===== src/rtl/cvt_pkg.sv =====
package cvt_pkg;

    localparam int CNT_W     = 64;
    localparam int BUS_W     = 32;
    localparam int SEL_W     = 3;
    localparam int EXT_W     = CNT_W - BUS_W;
    localparam int STAT_POS  = 2;

    typedef logic [CNT_W-1:0] count_t;
    typedef logic [BUS_W-1:0] word_t;

    typedef enum logic [SEL_W-1:0] {
        RS_DL_LO  = 3'd0,
        RS_DL_HI  = 3'd1,
        RS_OFFSET = 3'd2,
        RS_CTRL   = 3'd3,
        RS_CNT_LO = 3'd4,
        RS_CNT_HI = 3'd5,
        RS_FREQ   = 3'd6
    } reg_sel_e;

    typedef struct packed {
        logic mask;
        logic en;
    } ctrl_t;

    typedef struct packed {
        logic  dl_lo;
        logic  dl_hi;
        logic  offset;
        logic  ctrl;
        word_t data;
    } chan_wr_t;

    function automatic count_t offset_deadline(count_t now, word_t ofs);
        return now + {{EXT_W{ofs[BUS_W-1]}}, ofs};
    endfunction

    function automatic word_t offset_view(count_t dl, count_t now);
        return dl[BUS_W-1:0] - now[BUS_W-1:0];
    endfunction

    function automatic word_t ctrl_word(ctrl_t c, logic stat);
        return {{(BUS_W-STAT_POS-1){1'b0}}, stat, c.mask, c.en};
    endfunction

endpackage


===== src/rtl/cvt_counter.sv =====
module cvt_counter
    import cvt_pkg::*;
(
    input  logic   clk,
    input  logic   rst,
    output count_t cnt
);

    always_ff @(posedge clk) begin
        if (rst) cnt <= '0;
        else     cnt <= cnt + count_t'(1);
    end

endmodule


===== src/rtl/cvt_channel.sv =====
module cvt_channel
    import cvt_pkg::*;
(
    input  logic     clk,
    input  logic     rst,
    input  count_t   cnt,
    input  chan_wr_t wr,
    output count_t   dl,
    output ctrl_t    ctrl,
    output logic     stat,
    output logic     irq
);

    logic reached;

    assign reached = (cnt >= dl);
    assign stat    = ctrl.en & reached;

    always_ff @(posedge clk) begin
        if (rst) begin
            dl   <= '0;
            ctrl <= '0;
            irq  <= 1'b0;
        end else begin
            irq <= stat & ~ctrl.mask;
            if (wr.dl_lo)  dl[BUS_W-1:0]     <= wr.data;
            if (wr.dl_hi)  dl[CNT_W-1:BUS_W] <= wr.data;
            if (wr.offset) dl                <= offset_deadline(cnt, wr.data);
            if (wr.ctrl) begin
                ctrl.en   <= wr.data[0];
                ctrl.mask <= wr.data[1];
            end
        end
    end

endmodule


===== src/rtl/cvt_regport.sv =====
module cvt_regport
    import cvt_pkg::*;
#(
    parameter int          NUM_CH  = 2,
    parameter int          CH_W    = 1,
    parameter logic [31:0] FREQ_HZ = 32'd50_000_000
) (
    input  logic                    clk,
    input  logic                    rst,
    input  logic                    wr_en,
    input  logic                    rd_en,
    input  logic [CH_W+SEL_W-1:0]   addr,
    input  word_t                   wdata,
    input  count_t                  cnt,
    input  count_t [NUM_CH-1:0]     dl_v,
    input  ctrl_t  [NUM_CH-1:0]     ctrl_v,
    input  logic   [NUM_CH-1:0]     stat_v,
    output chan_wr_t [NUM_CH-1:0]   wr_v,
    output word_t                   rd_data
);

    reg_sel_e          sel;
    logic [CH_W-1:0]   ch_idx;
    logic              ch_ok;
    word_t             rd_next;

    assign sel    = reg_sel_e'(addr[SEL_W-1:0]);
    assign ch_idx = addr[CH_W+SEL_W-1:SEL_W];
    assign ch_ok  = (int'(ch_idx) < NUM_CH);

    for (genvar g = 0; g < NUM_CH; g++) begin : g_dec
        logic hit;
        assign hit             = wr_en && (int'(ch_idx) == g);
        assign wr_v[g].dl_lo   = hit && (sel == RS_DL_LO);
        assign wr_v[g].dl_hi   = hit && (sel == RS_DL_HI);
        assign wr_v[g].offset  = hit && (sel == RS_OFFSET);
        assign wr_v[g].ctrl    = hit && (sel == RS_CTRL);
        assign wr_v[g].data    = wdata;
    end

    always_comb begin
        rd_next = '0;
        case (sel)
            RS_CNT_LO: rd_next = cnt[BUS_W-1:0];
            RS_CNT_HI: rd_next = cnt[CNT_W-1:BUS_W];
            RS_FREQ:   rd_next = FREQ_HZ;
            RS_DL_LO:  if (ch_ok) rd_next = dl_v[ch_idx][BUS_W-1:0];
            RS_DL_HI:  if (ch_ok) rd_next = dl_v[ch_idx][CNT_W-1:BUS_W];
            RS_OFFSET: if (ch_ok) rd_next = offset_view(dl_v[ch_idx], cnt);
            RS_CTRL:   if (ch_ok) rd_next = ctrl_word(ctrl_v[ch_idx], stat_v[ch_idx]);
            default:   rd_next = '0;
        endcase
    end

    always_ff @(posedge clk) begin
        if (rst)        rd_data <= '0;
        else if (rd_en) rd_data <= rd_next;
    end

endmodule


===== src/rtl/cvt_top.sv =====
module cvt_top
    import cvt_pkg::*;
#(
    parameter int          NUM_CH  = 2,
    parameter logic [31:0] FREQ_HZ = 32'd50_000_000,
    localparam int         CH_W    = (NUM_CH > 1) ? $clog2(NUM_CH) : 1
) (
    input  logic                  clk,
    input  logic                  rst,
    input  logic                  wr_en,
    input  logic                  rd_en,
    input  logic [CH_W+2:0]       addr,
    input  logic [31:0]           wdata,
    output logic [31:0]           rd_data,
    output logic [NUM_CH-1:0]     irq
);

    count_t                 cnt_q;
    count_t   [NUM_CH-1:0]  dl_v;
    ctrl_t    [NUM_CH-1:0]  ctrl_v;
    logic     [NUM_CH-1:0]  stat_v;
    logic     [NUM_CH-1:0]  en_v;
    logic     [NUM_CH-1:0]  mask_v;
    chan_wr_t [NUM_CH-1:0]  wr_v;

    cvt_counter u_cnt (
        .clk (clk),
        .rst (rst),
        .cnt (cnt_q)
    );

    for (genvar g = 0; g < NUM_CH; g++) begin : g_ch
        cvt_channel u_ch (
            .clk  (clk),
            .rst  (rst),
            .cnt  (cnt_q),
            .wr   (wr_v[g]),
            .dl   (dl_v[g]),
            .ctrl (ctrl_v[g]),
            .stat (stat_v[g]),
            .irq  (irq[g])
        );
        assign en_v[g]   = ctrl_v[g].en;
        assign mask_v[g] = ctrl_v[g].mask;
    end

    cvt_regport #(
        .NUM_CH  (NUM_CH),
        .CH_W    (CH_W),
        .FREQ_HZ (FREQ_HZ)
    ) u_port (
        .clk     (clk),
        .rst     (rst),
        .wr_en   (wr_en),
        .rd_en   (rd_en),
        .addr    (addr),
        .wdata   (wdata),
        .cnt     (cnt_q),
        .dl_v    (dl_v),
        .ctrl_v  (ctrl_v),
        .stat_v  (stat_v),
        .wr_v    (wr_v),
        .rd_data (rd_data)
    );

endmodule


===== config.mk =====
export PLATFORM = sky130hd
export DESIGN_NAME = cvt_top
export DESIGN_NICKNAME = d
export VERILOG_FILES = /design/src/rtl/cvt_pkg.sv /design/src/rtl/cvt_counter.sv /design/src/rtl/cvt_channel.sv /design/src/rtl/cvt_regport.sv /design/src/rtl/cvt_top.sv
export SDC_FILE = /design/constraint.sdc
export NUM_CORES = 1
export LEC_CHECK = 0
export BUFFER_PORTS_ARGS = -buffer_cell sky130_fd_sc_hd__buf_4
export CAP_MARGIN = 20
export CORE_ASPECT_RATIO = 0.9
export CORE_MARGIN = 5
export CORE_UTILIZATION = 50
export CTS_CLUSTER_DIAMETER = 120
export CTS_CLUSTER_SIZE = 25
export DETAILED_ROUTE_END_ITERATION = 16
export GPL_ROUTABILITY_DRIVEN = 1
export GPL_TIMING_DRIVEN = 0
export MAX_ROUTING_LAYER = met4
export PLACE_DENSITY = 0.67
export SLEW_MARGIN = 20
export SYNTH_ARGS = -nofsm -noshare
export SYNTH_HDL_FRONTEND = slang
export SYNTH_SLANG_ARGS = --single-unit

===== constraint.sdc =====
create_clock -name clk -period 4.3 [get_ports clk]
set_input_delay 0.215 -clock clk [delete_from_list [all_inputs] [get_ports clk]]
set_output_delay 0.215 -clock clk [all_outputs]
set_load 0.005 [all_outputs]

* Word-level counts from Yosys, hierarchy flattened
Index checks and enable logic that the tools add are counted.
** Cells by class
- Bitwise gates (word level) :: 7
- Reductions and logical operators :: 15
- $add $sub $neg :: 3
- Equal/unequal tests :: 6
- Mux-type cells :: 13
- Order comparisons :: 3
** Operator list (number)
- 64-bit two-way mux :: 4
- 32-bit one-hot mux with 7 select lines :: 1
- 64-bit greater-or-equal comparator :: 2
- 32-bit two-way mux :: 4
- 64-bit by 1-bit adder with 64-bit output (second input constant) :: 1
- 64-bit adder :: 1
- 32-bit subtractor :: 1
- 1-bit logical AND :: 10
- 3-bit == test (second input constant) :: 3
- 2-bit nonzero test :: 4
- 3-bit by 2-bit == test with 1-bit output (second input constant) :: 2
- 1-bit AND :: 4
- 2-bit two-way mux :: 2
- 3-bit by 1-bit == test with 1-bit output (second input constant) :: 1
- 3-bit logical NOT :: 1
- 1-bit inverter :: 3
- 1-bit by 2-bit less-than comparator with 1-bit output (second input constant) :: 1
- 1-bit two-way mux :: 2
** Word-level totals
- Bits of input ports :: 40
- Logic and storage cells :: 59
- Register bits :: 230
- Output and inout bits :: 34

* Depth between registers and ports, before layout
Gate-level depths: netlist of run 1.
- Depth after elaboration :: 5
- Gate-level depth with buffers :: 17
- Depth with buffers taken out :: 15

* Cells and area by module
Synthesis of run 1 repeated with hierarchy kept, for this count alone.
** Second synthesis, totals
- Cells, all modules :: 3287
- Area, all modules :: 24948.9 sq um
** Modules (own cells, without submodules)
- cvt_channel (g_ch[0].u_ch) :: times used 1, seq. area each 1341.3 sq um, cells each 1119, area each 8446.9 sq um
- cvt_channel (g_ch[1].u_ch) :: times used 1, seq. area each 1341.3 sq um, cells each 1105, area each 8294.2 sq um
- cvt_regport :: times used 1, seq. area each 640.6 sq um, cells each 720, area each 5277.6 sq um
- cvt_counter :: times used 1, seq. area each 1281.2 sq um, cells each 343, area each 2930.3 sq um

* Worst setup path before layout of run 1
OpenSTA, ideal clock, no wires.
- Path type :: input to register
- Start :: in addr[3]
- End :: reg u_port.rd_data[31]
- Data required time :: 4.172 ns
- Cell stages on the path :: 16
- Path slack :: 0.484 ns
- Buffers on the path :: 3
- Arrival :: 3.688 ns
- Setup time :: 0.128 ns
- Path through :: clkbuf_1 > clkbuf_1 > buf_1 > nand2_1 > o21ai_0 > ha_1 > nor2b_1 > o31ai_1 > a21oi_1 > o41a_1 > o21ai_1 > a21oi_1 > a41o_1 > a211oi_1 > xnor2_1 > o211ai_1
** Between the ends
- Longest elaborated chain between the ends :: 4
** Ends and longest elaborated chain
- start: declaration :: RTL line cvt_top.sv:12 : input logic [CH_W+2:0] addr,
- 64-bit two-way mux (implied by the code) * (2 in a row) :: RTL line cvt_regport.sv:47, cvt_regport.sv:49
- 32-bit subtractor :: RTL line cvt_pkg.sv:40 : return dl[BUS_W-1:0] - now[BUS_W-1:0];
- 32-bit one-hot mux with 7 select lines * :: RTL line cvt_regport.sv:43 : case (sel)
- end signal: assignment :: RTL line cvt_regport.sv:57 : else if (rd_en) rd_data <= rd_next;
- end: declaration :: RTL line cvt_regport.sv:19 : output word_t rd_data
Mark *: on every way between the ends. The rest lies on a longest branch, timed or not. The select of a mux whose other input is x is not followed.
A chain may end at the register's enable or synchronous reset.

* Final worst setup path of run 1
- Start :: reg u_cnt.cnt[20]
- End :: reg g_ch[1].u_ch.dl[47]
** Between the ends
- Longest elaborated chain between the ends :: 2
** Ends and longest elaborated chain
- start: declaration :: RTL line cvt_counter.sv:6 : output count_t cnt
- start signal: assignment :: RTL line cvt_counter.sv:11 : else cnt <= cnt + count_t'(1);
- 64-bit adder :: RTL line cvt_pkg.sv:36 : return now + {{EXT_W{ofs[BUS_W-1]}}, ofs};
- 64-bit two-way mux :: RTL line cvt_channel.sv:28 : if (wr.offset) dl <= offset_deadline(cnt, wr.data);
- end signal: indexed assignment :: RTL line cvt_channel.sv:26 : if (wr.dl_lo) dl[BUS_W-1:0] <= wr.data;
- end signal: indexed assignment :: RTL line cvt_channel.sv:27 : if (wr.dl_hi) dl[CNT_W-1:BUS_W] <= wr.data;
- end signal: assignment :: RTL line cvt_channel.sv:28
- end: declaration :: RTL line cvt_channel.sv:8 : output count_t dl,
No other way between the ends.

==> impl_metrics.xml, run 1 <==
<?xml version="1.0" encoding="UTF-8"?>
<metrics>
  <group name="run_status">
    <metric name="run_status" unit="">completed</metric>
  </group>
  <group name="synth">
    <metric name="synth_area" unit="sq um">19300</metric>
    <metric name="synth_async_sr_flop_share" unit="">0</metric>
    <metric name="synthXorXnorAreaFrac" unit="">0.0612</metric>
    <metric name="yosys-top-cells-area" unit="">dfxtp_1 24%, ha_1 14%, a21oi_1 7.4%</metric>
    <metric name="post-synth-top-area-fraction" unit="">0.238</metric>
    <metric name="largest_family_of_logic_cells_by_synthesized_area" unit="">compound AO/OA/AOI/OAI gates</metric>
    <metric name="synthDominantAreaCellType" unit="">dfxtp_1</metric>
    <metric name="synth.ff_latch_count" unit="">230</metric>
    <metric name="instance_count_of_the_mapped_netlist" unit="">2608</metric>
    <metric name="synth-compound-area-share" unit="">0.278</metric>
    <metric name="synth-edff-count" unit="">0</metric>
    <metric name="synth_mux_area_frac" unit="">0.0223</metric>
    <metric name="ys.flop_type" unit="">dfxtp_1</metric>
    <metric name="post_synth_num_cell_types" unit="">80</metric>
    <metric name="synth-adder-area-share" unit="">0.146</metric>
    <metric name="synth_seq_area_share" unit="">0.238</metric>
    <metric name="average_instance_area_after_synthesis" unit="sq um">7.41</metric>
    <metric name="syn_nets" unit="">2873</metric>
    <metric name="post_synth_and_or_nand_nor_area_fraction" unit="">0.190</metric>
    <metric name="ys_warn_count" unit="">0</metric>
  </group>
  <group name="clock_network">
    <metric name="clock_tree.root_cell" unit="">clkbuf_16</metric>
    <metric name="numCtsBuffers" unit="">13</metric>
    <metric name="clock_insertion_delay_at_the_later_pin_of_the_skew_report" unit="ps">510</metric>
    <metric name="cts_post_setup_buffers_inserted" unit="">0</metric>
    <metric name="cts_max_level" unit="">1</metric>
    <metric name="cts_tree" unit="">yes</metric>
    <metric name="cts_buffer_depth" unit="">3</metric>
    <metric name="clkSlewWorstSetupHoldPaths" unit="ps">120</metric>
    <metric name="cts.sinks" unit="">230</metric>
  </group>
  <group name="power_and_ir_drop">
    <metric name="power" unit="mW">4.81</metric>
    <metric name="power_density" unit="nW/um^2">230</metric>
    <metric name="power.leakage" unit="nW">8.75</metric>
    <metric name="worst_ir_drop_vdd" unit="V">0.000281</metric>
  </group>
  <group name="timing">
    <metric name="report.final.slew_viol_count" unit="">0</metric>
    <metric name="finalHoldViolCount" unit="">0</metric>
    <metric name="slew_headroom" unit="">0.284</metric>
    <metric name="setup_total_negative_slack" unit="ps">0</metric>
    <metric name="max_freq" unit="MHz">236</metric>
    <metric name="final.min_clock_period" unit="ps">4230</metric>
    <metric name="rsz0062_at_grt" unit="">no</metric>
    <metric name="clock-skew-final" unit="ps">24.8</metric>
    <metric name="max_slew.worst_pin.slew" unit="ps">1060</metric>
    <metric name="setup_viol" unit="">0</metric>
    <metric name="final_worst_path_cycle_share" unit="">0.984</metric>
  </group>
  <group name="worst_setup_path">
    <metric name="worstRegToRegCells" unit="">12</metric>
    <metric name="worstSetupPathType" unit="">flop to flop</metric>
    <metric name="rr_endpoint" unit="">g_ch[1].u_ch.dl[47]$_SDFFE_PP0P_</metric>
    <metric name="timing.critical_path.arrival" unit="ps">4660</metric>
    <metric name="reg2reg_setup_slack" unit="ps">70</metric>
    <metric name="startpoint_type" unit="">flop</metric>
    <metric name="critPathRequiredTime" unit="ps">4720</metric>
    <metric name="timing.critical_path.to_type" unit="">flop</metric>
    <metric name="worstReg2RegStart" unit="">u_cnt.cnt[20]$_SDFF_PP0_</metric>
    <metric name="critical_path.max_fanout" unit="">7</metric>
  </group>
  <group name="global_routing">
    <metric name="grt_pass1_vias" unit="">19600</metric>
    <metric name="gr_usage_total" unit="">0.412</metric>
    <metric name="grt_remaining_overflow" unit="">0</metric>
    <metric name="grt_antenna_before_repair" unit="">1</metric>
    <metric name="pin_count_of_the_biggest_net_entering_global_routing" unit="">38</metric>
    <metric name="grt_first_pass_wirelength" unit="mm">128</metric>
  </group>
  <group name="finish">
    <metric name="layout.nets" unit="">2961</metric>
    <metric name="most-common-layout-cells" unit="">321 x nand2_1, 285 x a21oi_1, 227 x dfxtp_1, 223 x ha_1, 206 x nor2_1</metric>
    <metric name="drive_above_1_share" unit="">0.0501</metric>
    <metric name="final_area" unit="sq um">20900</metric>
    <metric name="mostFrequentLayoutCell" unit="">nand2_1</metric>
    <metric name="syn2layout_area_growth" unit="%">7.98</metric>
    <metric name="filler_cell_count" unit="">3812</metric>
  </group>
  <group name="place">
    <metric name="port-buffer-count" unit="">73</metric>
    <metric name="placement.cell_area" unit="sq um">20500</metric>
    <metric name="detailed_place_hpwl" unit="mm">73.7</metric>
    <metric name="place_congestion" unit="">1.15</metric>
  </group>
  <group name="hold_path">
    <metric name="timing.hold.worst_endpoint" unit="">u_port.rd_data[7]$_SDFFE_PP0P_</metric>
    <metric name="worstHoldStart" unit="">rd_en</metric>
    <metric name="holdCritPathClass" unit="">primary input to flop</metric>
    <metric name="min_delay_path_depth" unit="">3</metric>
  </group>
  <group name="route">
    <metric name="drc" unit="">0</metric>
    <metric name="wl_per_instance" unit="um">28.1</metric>
    <metric name="dr.pass1.iters" unit="">7</metric>
    <metric name="vias" unit="">21100</metric>
    <metric name="drt_wl_total" unit="mm">89.5</metric>
    <metric name="drt_first_iter_violations" unit="">2918</metric>
    <metric name="antenna_left" unit="">0</metric>
    <metric name="mean_number_of_vias_per_cell" unit="">6.60</metric>
  </group>
  <group name="die">
    <metric name="placeableCoreArea" unit="sq um">38300</metric>
    <metric name="std_cell_rows" unit="">68</metric>
    <metric name="dieArea" unit="sq um">42700</metric>
    <metric name="initial_utilization" unit="">0.505</metric>
    <metric name="dieHeight" unit="um">196</metric>
    <metric name="floorplan.die.width" unit="um">217</metric>
    <metric name="ios" unit="">74</metric>
  </group>
  <group name="run">
    <metric name="max_cap_viol_count" unit="">0</metric>
  </group>
</metrics>
-- worst max-delay path by stage --
stage | from | to | slack, ps
2_1_floorplan | addr[3] | u_port.rd_data[31]$_SDFFE_PP0P_ | 480
6_report | u_cnt.cnt[20]$_SDFF_PP0_ | g_ch[1].u_ch.dl[47]$_SDFFE_PP0P_ | 70
3_5_place_dp | addr[3] | u_port.rd_data[31]$_SDFFE_PP0P_ | -1160
3_3_place_gp | addr[3] | u_port.rd_data[31]$_SDFFE_PP0P_ | -1110
4_1_cts | addr[3] | u_port.rd_data[28]$_SDFFE_PP0P_ | 70
5_1_grt | u_cnt.cnt[21]$_SDFF_PP0_ | g_ch[1].u_ch.dl[47]$_SDFFE_PP0P_ | 20
-- worst max-delay path, stage by stage, from the launching register on --
cell	delay (ps)
dfxtp_1	770
ha_1	430
a21o_1	230
a21o_1	190
a22oi_1	220
a31oi_1	130
nor3_1	490
o31ai_1	200
a31oi_1	400
o21bai_1	160
xor2_1	380
a21oi_1	290
a211oi_1	260
-- routing by layer --
metal / GRT usage / wire length (um)
met4: 0.188 / 5390
met2: 0.578 / 35300
met5: - / 0
met1: 0.564 / 37300
met3: 0.0965 / 11500
-- flip-flops by register name, summed over array words and instances, names as in the netlist --
register	cells
g_ch.u_ch.dl	128
u_cnt.cnt	64
u_port.rd_data	32
g_ch.u_ch.ctrl	4
g_ch.u_ch.irq	2
-- stage by stage --
stage	worst slack, ps	hold WS, ps	cells	util
CTS	70.4	0.176	3188	0.545
detailed placement	-1160	447	3171	0.535
global route	16.9	29.9	3188	0.545
global placement	-1110	441	3171	0.535
finish	68.4	16.6	3188	0.545
floorplan	484	351	2608	-
-- power by group --
group / internal (mW) / leakage, nW / switching [mW]
sequential: 2.19 / 1.87 / 0.0484
clock: 0.562 / 0.171 / 0.818
combinational: 0.407 / 6.71 / 0.785
total: 3.16 / 8.75 / 1.65
-- kinds of logic (layout without fill, tap and decap cells) --
kind of cell,after synthesis,after routing
AOI/OAI and AO/OA,849,849
and+or+nand+nor,804,804
buffers and inverters,322,411
DFF,230,230
adders and majority gates,225,225
xor gates and xnor gates,135,135
muxes,43,43
other,0,1
-- final cells by class --
class	instances	area, sq um	area share
Tap cell	490	613	0.0294
Buffer	134	534	0.0256
Antenna cell	1	2.50	0.000120
Inverter	187	702	0.0336
Clock inverter	3	28.8	0.00138
Sequential cell	230	4610	0.221
Timing Repair Buffer	74	558	0.0267
Clock buffer	13	325	0.0156
Multi-Input combinational cell	2056	13500	0.647
-- Yosys cell counts (64+ instances only) --
| master | number |
|---|---|
| a211oi_1 | 96 |
| a21o_1 | 87 |
| a21oi_1 | 285 |
| clkbuf_1 | 118 |
| dfxtp_1 | 230 |
| ha_1 | 223 |
| inv_1 | 183 |
| nand2_1 | 321 |
| nand3_1 | 64 |
| nor2_1 | 206 |
| o21ai_0 | 159 |
| xnor2_1 | 84 |
-- timing repair --
action,CTS,global route
endpoints found under the hold margin,1,0
gates resized for setup,8,7
endpoints found under the setup margin,19,12
hold buffers,1,0
No activity file was read; power rests on OpenSTA's default activity.
==> inputs of run 2 (changes only) <==
- REMOVE_ABC_BUFFERS: default -> 1
==> impl_metrics.xml, run 2 (synthesis gave the netlist of run 1 again) <==
<?xml version="1.0" encoding="UTF-8"?>
<metrics>
  <group name="timing">
    <metric name="report.final.slew_viol_count" unit="">0</metric>
    <metric name="worst_slack" unit="ps">264</metric>
    <metric name="max_slew.worst_pin.slew" unit="ps">1070</metric>
    <metric name="slew_headroom" unit="">0.283</metric>
    <metric name="final_worst_path_cycle_share" unit="">0.939</metric>
    <metric name="setup_total_negative_slack" unit="ps">0</metric>
    <metric name="max_freq" unit="MHz">248</metric>
    <metric name="whs" unit="ps">24.2</metric>
    <metric name="clock-skew-final" unit="ps">36.2</metric>
    <metric name="finalHoldViolCount" unit="">0</metric>
    <metric name="setup_viol" unit="">0</metric>
    <metric name="final.min_clock_period" unit="ps">4040</metric>
  </group>
  <group name="hold_path">
    <metric name="holdCritPathClass" unit="">primary input to flop</metric>
  </group>
  <group name="finish">
    <metric name="most-common-layout-cells" unit="">318 x nand2_1, 283 x a21oi_1, 230 x dfxtp_1, 223 x ha_1, 201 x nor2_1</metric>
    <metric name="drive_above_1_share" unit="">0.0607</metric>
    <metric name="final_area" unit="sq um">20800</metric>
    <metric name="utilization" unit="">0.544</metric>
    <metric name="layout.nets" unit="">2853</metric>
    <metric name="post_layout_nonfiller_instances" unit="">3079</metric>
    <metric name="mostFrequentLayoutCell" unit="">nand2_1</metric>
    <metric name="syn2layout_area_growth" unit="%">7.81</metric>
    <metric name="largest_registers" unit="">g_ch.u_ch.dl: 128 flops, u_cnt.cnt: 64 flops, u_port.rd_data: 32 flops</metric>
    <metric name="filler_cell_count" unit="">3720</metric>
    <metric name="largest_reg_flops" unit="">128</metric>
    <metric name="reg_with_most_ffs" unit="">g_ch.u_ch.dl</metric>
  </group>
  <group name="worst_setup_path">
    <metric name="startpoint_type" unit="">flop</metric>
    <metric name="critPathRequiredTime" unit="ps">4740</metric>
    <metric name="worstSetupPathType" unit="">flop to flop</metric>
    <metric name="cp_slowest_cell" unit="">nor3_1</metric>
    <metric name="critical-path-max-stage-delay" unit="ps">660</metric>
    <metric name="crit_family" unit="">compound AO/OA/AOI/OAI gates</metric>
    <metric name="critical_path.max_fanout" unit="">7</metric>
    <metric name="timing.critical_path.to_type" unit="">flop</metric>
    <metric name="critical_path_cell_by_cell" unit="">ha_1 &gt; a21oi_1 &gt; o21ai_0 &gt; a22oi_1 &gt; a31oi_1 &gt; nor3_1 &gt; o31ai_1 &gt; a31oi_1 &gt; o21bai_1 &gt; xor2_1 &gt; a21oi_1 &gt; a211oi_1</metric>
    <metric name="worst-path-buf-inv" unit="">0</metric>
    <metric name="timing.critical_path.arrival" unit="ps">4480</metric>
  </group>
  <group name="place">
    <metric name="preCtsSetupSlack" unit="ps">-433</metric>
    <metric name="port-buffer-count" unit="">73</metric>
    <metric name="detailed_place_hpwl" unit="mm">55.1</metric>
    <metric name="place_congestion" unit="">1.02</metric>
    <metric name="placed_cells" unit="">3058</metric>
    <metric name="placement.cell_area" unit="sq um">20400</metric>
  </group>
  <group name="global_routing">
    <metric name="pin_count_of_the_biggest_net_entering_global_routing" unit="">103</metric>
    <metric name="grt_pass1_vias" unit="">18600</metric>
    <metric name="gr_usage_total" unit="">0.335</metric>
    <metric name="grt_remaining_overflow" unit="">0</metric>
    <metric name="grt_antenna_before_repair" unit="">1</metric>
    <metric name="grt_first_pass_wirelength" unit="mm">110</metric>
  </group>
  <group name="die">
    <metric name="placeableCoreArea" unit="sq um">38300</metric>
    <metric name="floorplan.die.width" unit="um">217</metric>
    <metric name="dieArea" unit="sq um">42700</metric>
    <metric name="initial_utilization" unit="">0.505</metric>
    <metric name="std_cell_rows" unit="">68</metric>
    <metric name="dieHeight" unit="um">196</metric>
    <metric name="ios" unit="">74</metric>
  </group>
  <group name="run_status">
    <metric name="run_status" unit="">completed</metric>
  </group>
  <group name="route">
    <metric name="mean_number_of_vias_per_cell" unit="">6.41</metric>
    <metric name="drt_first_iter_violations" unit="">2054</metric>
    <metric name="drc" unit="">0</metric>
    <metric name="vias" unit="">19700</metric>
    <metric name="wl_per_instance" unit="um">23.5</metric>
    <metric name="drt_wl_total" unit="mm">72.2</metric>
    <metric name="antenna_left" unit="">0</metric>
    <metric name="dr.pass1.iters" unit="">6</metric>
  </group>
  <group name="power_and_ir_drop">
    <metric name="clock_power_share" unit="">0.290</metric>
    <metric name="internal-power" unit="mW">3.17</metric>
    <metric name="power.leakage" unit="nW">8.77</metric>
    <metric name="share_comb_of_total_power" unit="">0.242</metric>
    <metric name="power.switching_fraction" unit="">0.334</metric>
    <metric name="netSwitchingPower" unit="mW">1.59</metric>
    <metric name="worst_ir_drop_vdd" unit="V">0.000251</metric>
    <metric name="part_of_the_power_in_registers" unit="">0.467</metric>
    <metric name="power" unit="mW">4.76</metric>
    <metric name="power_density" unit="nW/um^2">228</metric>
  </group>
  <group name="clock_network">
    <metric name="numCtsBuffers" unit="">13</metric>
    <metric name="clkSlewWorstSetupHoldPaths" unit="ps">110</metric>
    <metric name="cts_max_level" unit="">1</metric>
    <metric name="clock_tree.root_cell" unit="">clkbuf_16</metric>
    <metric name="cts_buffer_depth" unit="">3</metric>
    <metric name="cts.sinks" unit="">230</metric>
    <metric name="clock_insertion_delay_at_the_later_pin_of_the_skew_report" unit="ps">520</metric>
    <metric name="cts_tree" unit="">yes</metric>
  </group>
  <group name="run">
    <metric name="max_cap_viol_count" unit="">0</metric>
  </group>
</metrics>
run 2: area by class of cell:
type | instances | area, sq um | share of cell area
Antenna cell | 1 | 2.50 | 0.000120
Clock buffer | 13 | 325 | 0.0156
Clock inverter | 2 | 22.5 | 0.00108
Inverter | 187 | 702 | 0.0337
Multi-Input combinational cell | 2056 | 13600 | 0.653
Sequential cell | 230 | 4600 | 0.221
Tap cell | 490 | 613 | 0.0294
Timing Repair Buffer | 100 | 957 | 0.0460
run 2: power groups by stage:
stage               clock network [mW]  logic, mW  registers [mW]
finish                            1.38       1.15            2.22
global route                      1.47       1.24            2.23
CTS                               1.40       1.12            2.22
detailed placement                   0       1.11            2.27
global placement                     0       1.08            2.27
floorplan                            0      0.687            2.26
run 2: metal layers:
layer / GRT usage / part of all wire
met1: 0.441 / 0.42
met2: 0.508 / 0.43
met3: 0.0450 / 0.081
met4: 0.165 / 0.062
met5: - / 0
run 2: final timing paths:
check | to | slack [ps] | from | cells past startpoint
setup / recovery | g_ch[1].u_ch.dl[51]$_SDFFE_PP0P_ | 260 | u_cnt.cnt[18]$_SDFF_PP0_ | 12
hold / removal | g_ch[1].u_ch.dl[29]$_SDFFE_PP0P_ | 20 | wdata[29] | 3
setup reg to reg | g_ch[1].u_ch.dl[51]$_SDFFE_PP0P_ | 260 | u_cnt.cnt[18]$_SDFF_PP0_ | 12
hold reg to reg | g_ch[0].u_ch.irq$_SDFF_PP0_ | 460 | g_ch[0].u_ch.ctrl[1]$_SDFFE_PP0P_ | 1
run 2: what timing repair did:
item,in CTS,in global routing
buffers inserted,0,2
hold buffers,2,0
setup endpoints to repair,0,10
hold endpoints to repair,4,0
gates resized for setup,0,5
run 2: worst min-delay path, stage by stage:
cell      delay [ps]
buf_4            140
nand2_1           60
a311oi_1          80
